--- src/rtl/cpu_useq_pkg.sv ---
package cpu_useq_pkg;

    localparam int OP_W     = 5;
    localparam int STEP_W   = 3;
    localparam int CW_W     = 20;
    localparam int ADDR_W   = OP_W + 2 + STEP_W;
    localparam int END_BIT  = 4;
    localparam int HALT_BIT = 15;
    localparam int LAST_OP  = 18;
    localparam int MAX_EXEC = 4;

    typedef enum logic [STEP_W-1:0] {
        STEP_0, STEP_1, STEP_2, STEP_3, STEP_4, STEP_5, STEP_6, STEP_7
    } step_e;

    localparam logic [CW_W-1:0] CW_FETCH_A = 20'h00104;
    localparam logic [CW_W-1:0] CW_FETCH_B = 20'h00068;
    localparam logic [CW_W-1:0] CW_RETIRE  = 20'h00010;
    localparam logic [CW_W-1:0] CW_SKIP    = 20'h00008;
    localparam logic [CW_W-1:0] CW_OPND    = 20'h0010C;
    localparam logic [CW_W-1:0] CW_DEREF   = 20'h00140;

    typedef struct packed {
        logic [CW_W-1:0] w0;
        logic [CW_W-1:0] w1;
        logic [CW_W-1:0] w2;
        logic [CW_W-1:0] w3;
        logic [2:0]      len;
    } exec_seq_t;

    // Execute phase of each opcode; flags pick the conditional-jump variant.
    function automatic exec_seq_t exec_seq(input logic [OP_W-1:0] op,
                                           input logic cy, input logic zr);
        exec_seq_t s;
        s = '0;
        case (op)
            5'h00: s.len = 3'd0;
            5'h01: begin s.w0 = 20'h08000; s.len = 3'd1; end
            5'h02: begin s.w0 = CW_OPND; s.w1 = 20'h04040; s.len = 3'd2; end
            5'h03: begin s.w0 = CW_OPND; s.w1 = CW_DEREF; s.w2 = 20'h04040; s.len = 3'd3; end
            5'h04: begin s.w0 = CW_OPND; s.w1 = CW_DEREF; s.w2 = 20'h02080; s.len = 3'd3; end
            5'h05: begin s.w0 = CW_OPND; s.w1 = 20'h00440; s.len = 3'd2; end
            5'h06: begin s.w0 = CW_OPND; s.w1 = CW_DEREF; s.w2 = 20'h00440; s.len = 3'd3; end
            5'h07: begin s.w0 = CW_OPND; s.w1 = CW_DEREF; s.w2 = 20'h00280; s.len = 3'd3; end
            5'h08: begin s.w0 = CW_OPND; s.w1 = 20'h00440; s.w2 = 20'h15000; s.len = 3'd3; end
            5'h09: begin s.w0 = CW_OPND; s.w1 = CW_DEREF; s.w2 = 20'h00440;
                         s.w3 = 20'h15000; s.len = 3'd4; end
            5'h0A: begin s.w0 = CW_OPND; s.w1 = 20'h00C40; s.w2 = 20'h15800; s.len = 3'd3; end
            5'h0B: begin s.w0 = CW_OPND; s.w1 = CW_DEREF; s.w2 = 20'h00C40;
                         s.w3 = 20'h15800; s.len = 3'd4; end
            5'h0C: begin s.w0 = 20'h02001; s.len = 3'd1; end
            5'h0D: begin s.w0 = 20'h00201; s.len = 3'd1; end
            5'h0E: begin s.w0 = CW_OPND; s.w1 = 20'h00041; s.len = 3'd2; end
            5'h0F: begin s.w0 = CW_OPND; s.w1 = CW_DEREF; s.w2 = 20'h00041; s.len = 3'd3; end
            5'h10: begin s.w0 = CW_OPND; s.w1 = 20'h00042; s.len = 3'd2; end
            5'h11: begin
                if (zr) begin s.w0 = CW_OPND; s.w1 = 20'h00042; s.len = 3'd2; end
                else    begin s.w0 = CW_SKIP; s.len = 3'd1; end
            end
            5'h12: begin
                if (cy) begin s.w0 = CW_OPND; s.w1 = 20'h00042; s.len = 3'd2; end
                else    begin s.w0 = CW_SKIP; s.len = 3'd1; end
            end
            default: s = '0;
        endcase
        return s;
    endfunction

endpackage

--- src/rtl/useq_addr_build.sv ---
module useq_addr_build
    import cpu_useq_pkg::*;
(
    input  logic [OP_W-1:0]   opcode,
    input  logic              carry,
    input  logic              zero,
    input  step_e             step,
    output logic [ADDR_W-1:0] uaddr
);
    // Opcode high, flags in the middle, step low: 8 steps per flag pair.
    always_comb begin
        uaddr = {opcode, carry, zero, step};
    end
endmodule

--- src/rtl/useq_ctrl_store.sv ---
module useq_ctrl_store
    import cpu_useq_pkg::*;
(
    input  logic [ADDR_W-1:0] uaddr,
    output logic [CW_W-1:0]   word
);
    localparam int OP_LSB = 2 + STEP_W;

    logic [OP_W-1:0]   a_op;
    logic              a_cy;
    logic              a_zr;
    logic [STEP_W-1:0] a_st;
    exec_seq_t         seq;
    logic [STEP_W-1:0] exec_idx;

    always_comb begin
        a_op     = uaddr[ADDR_W-1:OP_LSB];
        a_cy     = uaddr[STEP_W+1];
        a_zr     = uaddr[STEP_W];
        a_st     = uaddr[STEP_W-1:0];
        seq      = exec_seq(a_op, a_cy, a_zr);
        exec_idx = a_st - 3'd2;
        word     = '0;
        if (int'(a_op) <= LAST_OP) begin
            unique case (a_st)
                3'd0: word = CW_FETCH_A;
                3'd1: word = CW_FETCH_B;
                default: begin
                    if (exec_idx < seq.len) begin
                        unique case (exec_idx[1:0])
                            2'd0: word = seq.w0;
                            2'd1: word = seq.w1;
                            2'd2: word = seq.w2;
                            2'd3: word = seq.w3;
                        endcase
                    end else if (exec_idx == seq.len) begin
                        word = CW_RETIRE;
                    end
                end
            endcase
        end
    end
endmodule

--- src/rtl/useq_step_fsm.sv ---
module useq_step_fsm
    import cpu_useq_pkg::*;
(
    input  logic  clk,
    input  logic  rst,
    input  logic  end_req,
    input  logic  halt_req,
    output step_e step
);
    step_e step_q;
    step_e step_adv;
    step_e step_d;

    // Successor state for the advance transition.
    always_comb begin
        unique case (step_q)
            STEP_0: step_adv = STEP_1;
            STEP_1: step_adv = STEP_2;
            STEP_2: step_adv = STEP_3;
            STEP_3: step_adv = STEP_4;
            STEP_4: step_adv = STEP_5;
            STEP_5: step_adv = STEP_6;
            STEP_6: step_adv = STEP_7;
            STEP_7: step_adv = STEP_0;
        endcase
        if (halt_req)     step_d = step_q;    // freeze
        else if (end_req) step_d = STEP_0;    // retire
        else              step_d = step_adv;  // advance
    end

    always_ff @(posedge clk) begin
        if (rst) step_q <= STEP_0;
        else     step_q <= step_d;
    end

    always_comb step = step_q;

    p_reset_r1: assert property (@(posedge clk) rst |=> step_q == STEP_0);
    p_end_clear_r4: assert property (@(posedge clk) disable iff (rst)
        (end_req && !halt_req) |=> step_q == STEP_0);
    p_halt_hold_r10: assert property (@(posedge clk) disable iff (rst)
        halt_req |=> $stable(step_q));
    p_step_inc_r5: assert property (@(posedge clk) disable iff (rst)
        (!end_req && !halt_req) |=> (3'(step_q) == 3'($past(step_q) + 3'd1)));
endmodule

--- src/rtl/cpu_useq_ctrl.sv ---
module cpu_useq_ctrl
    import cpu_useq_pkg::*;
(
    input  logic              clk,
    input  logic              rst,
    input  logic [OP_W-1:0]   opcode_i,
    input  logic              carry_i,
    input  logic              zero_i,
    output logic [CW_W-1:0]   ctrl_o,
    output logic [STEP_W-1:0] step_o,
    output logic [ADDR_W-1:0] uaddr_o,
    output logic              halt_o
);
    step_e             step;
    logic [ADDR_W-1:0] uaddr;
    logic [CW_W-1:0]   word;

    useq_addr_build u_addr (
        .opcode (opcode_i),
        .carry  (carry_i),
        .zero   (zero_i),
        .step   (step),
        .uaddr  (uaddr)
    );

    useq_ctrl_store u_store (
        .uaddr (uaddr),
        .word  (word)
    );

    useq_step_fsm u_fsm (
        .clk      (clk),
        .rst      (rst),
        .end_req  (word[END_BIT]),
        .halt_req (word[HALT_BIT]),
        .step     (step)
    );

    always_comb begin
        ctrl_o  = word;
        step_o  = step;
        uaddr_o = uaddr;
        halt_o  = word[HALT_BIT];
    end

    p_fetch_word_r2: assert property (@(posedge clk) disable iff (rst)
        (step == STEP_0 && int'(opcode_i) <= LAST_OP) |-> ctrl_o == CW_FETCH_A);
    p_cond_skip_r6: assert property (@(posedge clk) disable iff (rst)
        (opcode_i == 5'h11 && !zero_i && step == STEP_2) |-> ctrl_o == CW_SKIP);
    p_cond_skip_r7: assert property (@(posedge clk) disable iff (rst)
        (opcode_i == 5'h12 && !carry_i && step == STEP_2) |-> ctrl_o == CW_SKIP);
    p_undef_zero_r9: assert property (@(posedge clk) disable iff (rst)
        (int'(opcode_i) > LAST_OP) |-> ctrl_o == '0);
endmodule

--- config.mk ---
export PLATFORM = sky130hd
export DESIGN_NAME = cpu_useq_ctrl
export DESIGN_NICKNAME = d
export VERILOG_FILES = /design/src/rtl/cpu_useq_pkg.sv /design/src/rtl/useq_addr_build.sv /design/src/rtl/useq_ctrl_store.sv /design/src/rtl/useq_step_fsm.sv /design/src/rtl/cpu_useq_ctrl.sv
export SDC_FILE = /design/constraint.sdc
export NUM_CORES = 1
export LEC_CHECK = 0
export BUFFER_PORTS_ARGS = -buffer_cell sky130_fd_sc_hd__buf_4
export CAP_MARGIN = 30
export CORE_MARGIN = 3
export CORE_UTILIZATION = 48
export DETAILED_ROUTE_END_ITERATION = 16
export PLACE_DENSITY = 0.79
export SETUP_SLACK_MARGIN = 0.5
export SLEW_MARGIN = 20
export SYNTH_ARGS = -nofsm -noshare
export SYNTH_HDL_FRONTEND = slang
export SYNTH_SLANG_ARGS = --single-unit
--- constraint.sdc ---
create_clock -name clk -period 4.05 [get_ports clk]
set_clock_uncertainty 0.15 [all_clocks]
set_input_delay 0.81 -clock clk [delete_from_list [all_inputs] [get_ports clk]]
set_output_delay 0.81 -clock clk [all_outputs]
set_load 0.05 [all_outputs]
==> flow_metrics.env <==
export IMPL_post_route_min_period_ps=3870
export IMPL_utilization_pct=92.2
export IMPL_die_width_um=53.3
export IMPL_synth_seq_area_share_pct=11.2
export IMPL_vdd_ir_drop_max_uv=302
export IMPL_intPower_mw=0.316
export IMPL_cp_end_kind="output pin"
export IMPL_hold_class="reg -> reg"
export IMPL_path_buf_inv=2
export IMPL_leakage_nw=0.760
export IMPL_p_switching_mw=0.382
export IMPL_crit_path_max_fanout=7
export IMPL_final_area_um2=1880
export IMPL_ys_async_sr_fraction_pct=0
export IMPL_clk_pin_slew_ps=50
export IMPL_setup_worst_path_class="in -> out"
export IMPL_syn_cell_area_um2=1070
export IMPL_ys_flop_type="dfxtp_1"
export IMPL_critical_path_startpoint_type="input pin"
export IMPL_die_area_um2=2840
export IMPL_overflow=0
export IMPL_slew_headroom_pct=62.8
export IMPL_worstPathArrival_ps=2910
export IMPL_antenna_found_initial=0
export IMPL_setup_violations=0
export IMPL_max_cap_violations=0
export IMPL_antenna_cells=0
export IMPL_die_h_um=53.3
export IMPL_max_freq_mhz=259
export IMPL_drtAntennaViolNets=0
export IMPL_p_clk_share_pct=9.4
export IMPL_ys_types=47
export IMPL_p_sw_share_pct=54.7
export IMPL_fin_crit_sh_pct=95.4
export IMPL_synth_edf_count=0
export IMPL_holdBufCountCts=0
export IMPL_syn_avg_cell_area_um2=6.79
export IMPL_ys_warn_count=0
export IMPL_wirelength_um=4530
export IMPL_crit_slowest_cell="or3b_1"
export IMPL_rsz0062_at_grt="yes"
export IMPL_grt_pass1_vias=1314
export IMPL_synthTopCellsByArea="buf_4 12%, dfxtp_1 11%, ha_1 5.8%, nor2_1 5.6%, a21oi_1 4.2%"
export IMPL_status="completed"
export IMPL_core_area_um2=2040
export IMPL_area_delta_synth_final_pct=75.3
export IMPL_path_cells="buf_12 -> or3b_1 -> a211oi_2 -> nor2_1 -> ha_2 -> nand3b_1 -> and2_4 -> nor2b_4 -> nand2_2 -> nor4_4 -> buf_4"
export IMPL_synth_top_area_cell="buf_4"
export IMPL_cts_buffers=3
export IMPL_drt_first_pass_iters=5
export IMPL_fin_nets=216
export IMPL_pwr_density_cell_nw_per_um2=371
export IMPL_dp_hpwl_um=2510
export IMPL_hold_viol=0
export IMPL_required_ps=3090
export IMPL_worst_skew_pair_late_latency_ps=280
export IMPL_grt_usage_pct=29.3
export IMPL_place_gp_congestion=0.924
export IMPL_report_final_slew_viol_count=0
export IMPL_ys_seq_elements=6
export IMPL_yosysMostFrequentCell="buf_4"
export IMPL_ctsHtreeMaxLevel=1
export IMPL_max_stage_delay_ps=370
export IMPL_routedWlPerCell_um=19.9
export IMPL_drive_above_1_share_pct=54.0
export IMPL_dr_total_vias=1388
export IMPL_finalSetupTns_ps=0
export IMPL_grt_max_degree=21
export IMPL_dpl_cell_area_um2=1510
export IMPL_seq_power_share_pct=13.6
export IMPL_via_per_inst=6.11
export IMPL_portBuffers=39
export IMPL_power_total_mw=0.698
export IMPL_yosys_area_top_type_share_pct=11.9
export IMPL_synth_common_cells="17 x buf_4, 16 x nor2_1, 10 x nand2_1"
export IMPL_root_buffer="clkbuf_4"
export IMPL_cts_sinks=6
export IMPL_start_util_pct=52.6
export IMPL_drtIter0Drc=97
export IMPL_rows=16
export IMPL_max_slew_worst_pin_slew_ps=557
export IMPL_syn_inst=158
export IMPL_cts_tree="built"
export IMPL_grt_pass1_wl_um=6130
export IMPL_power_frac_comb_pct=77.0
export IMPL_clockBufferDepth=2
export IMPL_cpLargestDelayFamily="simple AND/OR/NAND/NOR gates"
export IMPL_drc=0
export IMPL_io_pins=43
cell usage in the layout (no fill, tap or decap), types with 3 or more instances in the layout:
master	Yosys	final
buf_4	17	39
buf_6	0	19
nor2_1	16	14
o21ai_0	9	9
nand2_1	10	8
inv_1	7	6
a21oi_1	9	6
dfxtp_1	6	6
nand2b_1	7	5
and2_1	5	4
nand3_1	5	4
a21oi_2	2	3
nand4_1	3	3
nor4_4	0	3
conb_1	1	3
clkbuf_4	0	3
buf_12	0	3
cell families after synthesis:
kind of cell	after synthesis	synth area share, %
AND/OR/NAND/NOR	68	33.7
AO/OA/AOI/OAI	41	27.4
buffers and inverters	33	18.1
flip-flops	6	11.2
adder cells (fa/ha/maj)	5	5.83
XOR/XNOR	2	1.63
multiplexers	2	1.86
other	1	0.349
cell type report:
class                           instances  area, um^2
Clock buffer                            3        22.5
Tap cell                               27        33.8
Sequential cell                         6         120
Timing Repair Buffer                   63         609
Inverter                                7        26.3
Multi-Input combinational cell        121        1070
Fill cell                              83         160
registers in the layout, summed over array words and instances (netlist names):
register	count
u_fsm.step	3
u_fsm.step_adv	3
path summary, 6_finish.rpt:
check                                   from                         to  slack [ps]  depth (start not counted)
hold / removal     u_fsm.step_adv[0]$_DFF_P_  u_fsm.step_adv[0]$_DFF_P_         250                          1
hold reg to reg    u_fsm.step_adv[0]$_DFF_P_  u_fsm.step_adv[0]$_DFF_P_         250                          1
setup reg to reg  u_fsm.step[2]$_SDFFE_PP0N_  u_fsm.step_adv[2]$_DFF_P_        1000                         14
setup / recovery                 opcode_i[2]                 ctrl_o[16]         180                         11
power groups by stage:
| stage | combinational [mW] | clock (mW) | sequential, mW |
|---|---|---|---|
| 4_1_cts | 0.464 | 0.0588 | 0.0901 |
| 3_5_place_dp | 0.419 | 0 | 0.0913 |
| 5_1_grt | 0.562 | 0.0664 | 0.0966 |
| 3_3_place_gp | 0.410 | 0 | 0.0906 |
| 2_1_floorplan | 0.317 | 0 | 0.110 |
| 6_report | 0.537 | 0.0659 | 0.0948 |
per-layer routing:
| layer | vias to the layer above | global-route usage (%) | wire length, um |
|---|---|---|---|
| met4 | 0 | 8.09 | 137 |
| met1 | 629 | 35.7 | 1740 |
| met3 | 21 | 6.76 | 428 |
| met2 | 104 | 50.6 | 2220 |
| li1 | 634 | - | - |
| met5 | - | 0 | 0 |
through the flow:
stage          std cells  setup slack [ps]  hold slack [ps]
3_3_place_gp         210               118              219
3_5_place_dp         210              74.2              224
6_report             227               185              246
4_1_cts              220               306              234
5_1_grt              227              53.2              270
2_1_floorplan        160             -75.3              212
what timing repair did:
item                       in CTS  in global routing
gates resized for setup        38                 17
setup endpoints to repair      17                 17
setup buffers                   7                  7
pin swaps                       7                  1
hold endpoints to repair        0                  0
Note: power is estimated with default switching activity, not from simulation.
